<file path="config.mk">
export PLATFORM = sky130hd
export DESIGN_NAME = err_log_reg
export DESIGN_NICKNAME = d
export VERILOG_FILES = /design/src/rtl/err_log_reg.sv
export SDC_FILE = /design/constraint.sdc
export NUM_CORES = 1
export LEC_CHECK = 0
export BUFFER_PORTS_ARGS = -buffer_cell sky130_fd_sc_hd__buf_2
export CORE_MARGIN = 2
export CORE_UTILIZATION = 45
export DETAILED_ROUTE_END_ITERATION = 8
export PLACE_DENSITY = 0.8
export SLEW_MARGIN = 20
export SYNTH_ARGS = -nofsm -noshare
export SYNTH_HDL_FRONTEND = slang
export SYNTH_SLANG_ARGS = --single-unit
</file>
<file path="constraint.sdc">
create_clock -name clk -period 2.1 [get_ports clk]
set_input_delay 0.42 -clock clk [delete_from_list [all_inputs] [get_ports clk]]
set_output_delay 0.42 -clock clk [all_outputs]
set_load 0.05 [all_outputs]
</file>
<file path="src/rtl/err_log_reg.sv">
module err_log_reg #(
  parameter int NCHAN = 8,
  parameter int NKIND = 4,
  parameter int BUSW  = 2,
  parameter int KW    = 2
) (
  input  logic                     clk,
  input  logic                     rst_n,
  input  logic                     err_in,
  input  logic [$clog2(NCHAN)-1:0] err_chan,
  input  logic                     err_chan_known,
  input  logic [BUSW-1:0]          err_bus,
  input  logic [KW-1:0]            err_kind,
  input  logic                     reg_we,
  input  logic [1:0]               reg_addr,
  input  logic [31:0]              reg_wdata,
  output logic [31:0]              reg_rdata,
  output logic [NCHAN-1:0]         chan_active,
  output logic                     irq
);
  localparam int CHW = $clog2(NCHAN);
  localparam logic [1:0] A_CFG = 2'd0, A_ESR = 2'd1, A_IER = 2'd2, A_ACT = 2'd3;

  logic             lock_q, vld_q, known_q, irq_q;
  logic [NKIND-1:0] stat_q, ier_q, set_vec, clr_vec;
  logic [NCHAN-1:0] act_q;
  logic [CHW-1:0]   chan_q;
  logic [BUSW-1:0]  bus_q;
  logic [KW-1:0]    kind_q;

  wire wr_esr  = reg_we && reg_addr == A_ESR;
  wire vclr    = wr_esr && reg_wdata[31];
  wire capture = err_in && (!lock_q || !vld_q || vclr);

  always_comb begin
    for (int i = 0; i < NKIND; i++)
      set_vec[i] = err_in && (err_kind == KW'(i));
    clr_vec = wr_esr ? reg_wdata[NKIND-1:0] : '0;
  end

  always_ff @(posedge clk) begin
    if (!rst_n) begin
      lock_q  <= 1'b0;
      vld_q   <= 1'b0;
      known_q <= 1'b0;
      stat_q  <= '0;
      ier_q   <= '0;
      act_q   <= '0;
      chan_q  <= '0;
      bus_q   <= '0;
      kind_q  <= '0;
      irq_q   <= 1'b0;
    end else begin
      if (reg_we && reg_addr == A_CFG) lock_q <= reg_wdata[0];
      if (reg_we && reg_addr == A_IER) ier_q  <= reg_wdata[NKIND-1:0];
      if (reg_we && reg_addr == A_ACT) act_q  <= reg_wdata[NCHAN-1:0];
      if (err_in && err_chan_known)    act_q[err_chan] <= 1'b0;
      stat_q <= (stat_q & ~clr_vec) | set_vec;
      if (capture) begin
        vld_q   <= 1'b1;
        chan_q  <= err_chan;
        known_q <= err_chan_known;
        bus_q   <= err_bus;
        kind_q  <= err_kind;
      end else if (vclr) begin
        vld_q <= 1'b0;
      end
      irq_q <= |(stat_q & ier_q);
    end
  end

  always_comb begin
    reg_rdata = '0;
    case (reg_addr)
      A_CFG: reg_rdata[0] = lock_q;
      A_ESR: begin
        reg_rdata[NKIND-1:0]  = stat_q;
        reg_rdata[8 +: CHW]   = chan_q;
        reg_rdata[16 +: BUSW] = bus_q;
        reg_rdata[20 +: KW]   = kind_q;
        reg_rdata[24]         = known_q;
        reg_rdata[31]         = vld_q;
      end
      A_IER: reg_rdata[NKIND-1:0] = ier_q;
      default: reg_rdata[NCHAN-1:0] = act_q;
    endcase
  end

  assign chan_active = act_q;
  assign irq         = irq_q;
endmodule


</file>
==> metrics.txt <==
Critical Path Sink Type output pin; initial core utilization 0.477; syn_area_per_cell 8.57 um2; IO Port Bufs 48; hold endpoint chan_active[5]; die extent in y 64.1 um; ant diodes 0; total gr overflow 0; Worst Setup Path Type in -> out; Slew Limit Fails 0; clock root cell clkbuf_4; H-tree depth 1; dpl cells 275; total core area 0.00342 mm2; outcome finished, final reports clean; synth unique cells 37; first-pass GRT wire length 6.00 mm; final hold vios 0; Final HPWL DP 2.70 mm; CTS resizes 0; GPL Wtd Cong 0.783; DRC Markers 0; routed vias/inst 5.41; EDFF count, synth 0; Layout area overhead 14.7%; Routed Wire Length 3.64 mm; crit start category input pin; commonest cells after routing, fill and taps aside buf_2, dfxtp_1, and2_1, conb_1, nand2_1; Least-Margin Pin Slew 0.514 ns; Routed wire per std cell 13.0 um; largest net degree at the start of global routing 35; die area 0.00411 mm2; via count 1508; area leader, netlist dfxtp_1; Max Buffers Root-to-Sink 2; RSZ-0062 raised after global routing no; Tot GR Track Use 0.180; Final min period 1.86 ns; f_max 539 MHz; MaxCap Viol Count 0; hold depth 3; Leakage 0.892 nW; antenna violations before repair 0; NumNets Final 280; layout cell share with drive strength beyond 1 0.275; PwrDens 591 mW/mm2; peak supply drop 0.000451 V; die width 64.1 um; CTS tree done; site row count 21; clock sink count 27; yosys warns 0; DR iter-0 viols 103; Post-CTS Hold Buffers 0; vias in the first global route 1310; arrival time worst endpoint 1.44 ns; Worst Skew 0.00142 ns; Total Neg Setup Slack 0 ns; fillers 352; latest clock arrival within the worst-skew pair 0.34 ns; post-synth top area share 0.332; type of the tightest min-delay check in -> reg; num ports 87; DRT Pass-1 Iters 5; Seq/Total Area, Yosys 0.332; Synth Flop Type dfxtp_1; Hold Crit Start reg_wdata[5]; clock buffer count from CTS 3; Non-Filler Instances 279; Crit Path Max Fanout 15; Seq cells post-synth 27; Reg clk slew, reported paths 0.16 ns; Setup Viol. Count Final 0; # Post-CTS Setup Buffers 0; CP required 1.68 ns; async set or reset register ratio after synthesis 0; R2R setup slack 0.90 ns; Tcrit/Tclk final 0.884; Post-Syn Instances 190; most common cell after layout, fill and taps aside buf_2; Slew HR 0.657; Synth area leaders dfxtp_1, buf_4, and2_1, and3b_1, nand2_1; Antenna Nets Post-Route 0; R2R Path Start vld_q; R2R depth 2; synthesized area 0.00163 mm2; Reg-to-Reg End bus_q[1]
-- kinds of logic after synthesis --
family                 share of synthesized area
AND/OR/NAND/NOR                            0.276
AO/OA/AOI/OAI                              0.202
buffers and inverters                      0.122
flip-flops                                 0.332
multiplexers                              0.0653
other                                    0.00230
-- synthesized netlist by cell type (all sizes together) (2+ instances only) --
cell type and instances:
a31oi 7, and3b 8, dfxtp 27, nand2b 2, o32ai 2, nand2 14, clkbuf 6, nor2 10
a22o 3, nand4 2, a32o 4, and2 16, o21ai 8, buf 23, inv 3, o22ai 5
nor2b 7, mux2 3, and3 6, nand3b 2, mux2i 5, o311ai 7, nand3 9, a22oi 2
-- state kept, by name (all words and copies together), names as in the netlist, 2 cells and up --
| name | flops |
|---|---|
| ier_q | 4 |
| stat_q | 4 |
| bus_q | 2 |
| chan_q | 3 |
| kind_q | 2 |
| chan_active | 8 |
-- routing by layer --
layer | wire length [um] | part of all wire | track usage | vias up
met2 | 1710 | 0.47 | 0.293 | 51
li1 | - | - | - | 749
met4 | 21 | 0.0058 | 0.0372 | 0
met5 | 0 | 0 | 0 | -
met3 | 223 | 0.061 | 0.0458 | 2
met1 | 1690 | 0.46 | 0.242 | 706
-- how the worst max path moves through the flow --
stage                    end  cells past startpoint  slack (ns)      startpoint
2_1_floorplan   reg_rdata[1]                      2        0.39  chan_active[1]
3_3_place_gp    reg_rdata[1]                      5        0.24     reg_addr[0]
5_1_grt        reg_rdata[24]                      5        0.14     reg_addr[0]
6_report        reg_rdata[1]                      5        0.24     reg_addr[0]
4_1_cts         reg_rdata[1]                      5        0.24     reg_addr[0]
3_5_place_dp   reg_rdata[10]                      5        0.25     reg_addr[0]
-- metrics by stage --
stage	hold WS (ns)	utilization	cell area [um2]	power [mW]	setup slack (ns)
global route	0.316	0.547	1870	1.15	0.142
detailed placement	0.486	0.537	1840	0.867	0.248
floorplan	0.462	-	1680	0.818	0.393
global placement	0.478	0.537	1840	0.862	0.244
finish	0.315	0.547	1870	1.10	0.243
CTS	0.306	0.547	1870	1.11	0.244
-- critical path, cell delays in order --
cell	delay (ns)
buf_2	0.24
nor2b_1	0.21
buf_4	0.15
a22o_1	0.15
buf_2	0.26
-- where the power goes --
part | total [mW] | switching, mW | leakage (nW) | internal, mW
sequential | 0.560 | 0.0195 | 0.221 | 0.540
combinational | 0.297 | 0.212 | 0.652 | 0.0856
clock | 0.245 | 0.168 | 0.0183 | 0.0779
-- cell type report --
cell class / count / area, um2 / share of cell area
multi-input cells: 145 / 941 / 0.504
clock buffers: 3 / 22.5 / 0.0121
flip-flops and latches: 27 / 541 / 0.290
well taps: 46 / 57.6 / 0.0308
clock inverters: 1 / 8.76 / 0.00469
inverters: 3 / 11.3 / 0.00603
repair buffers: 54 / 285 / 0.153
(Power assumes the default switching activity.)
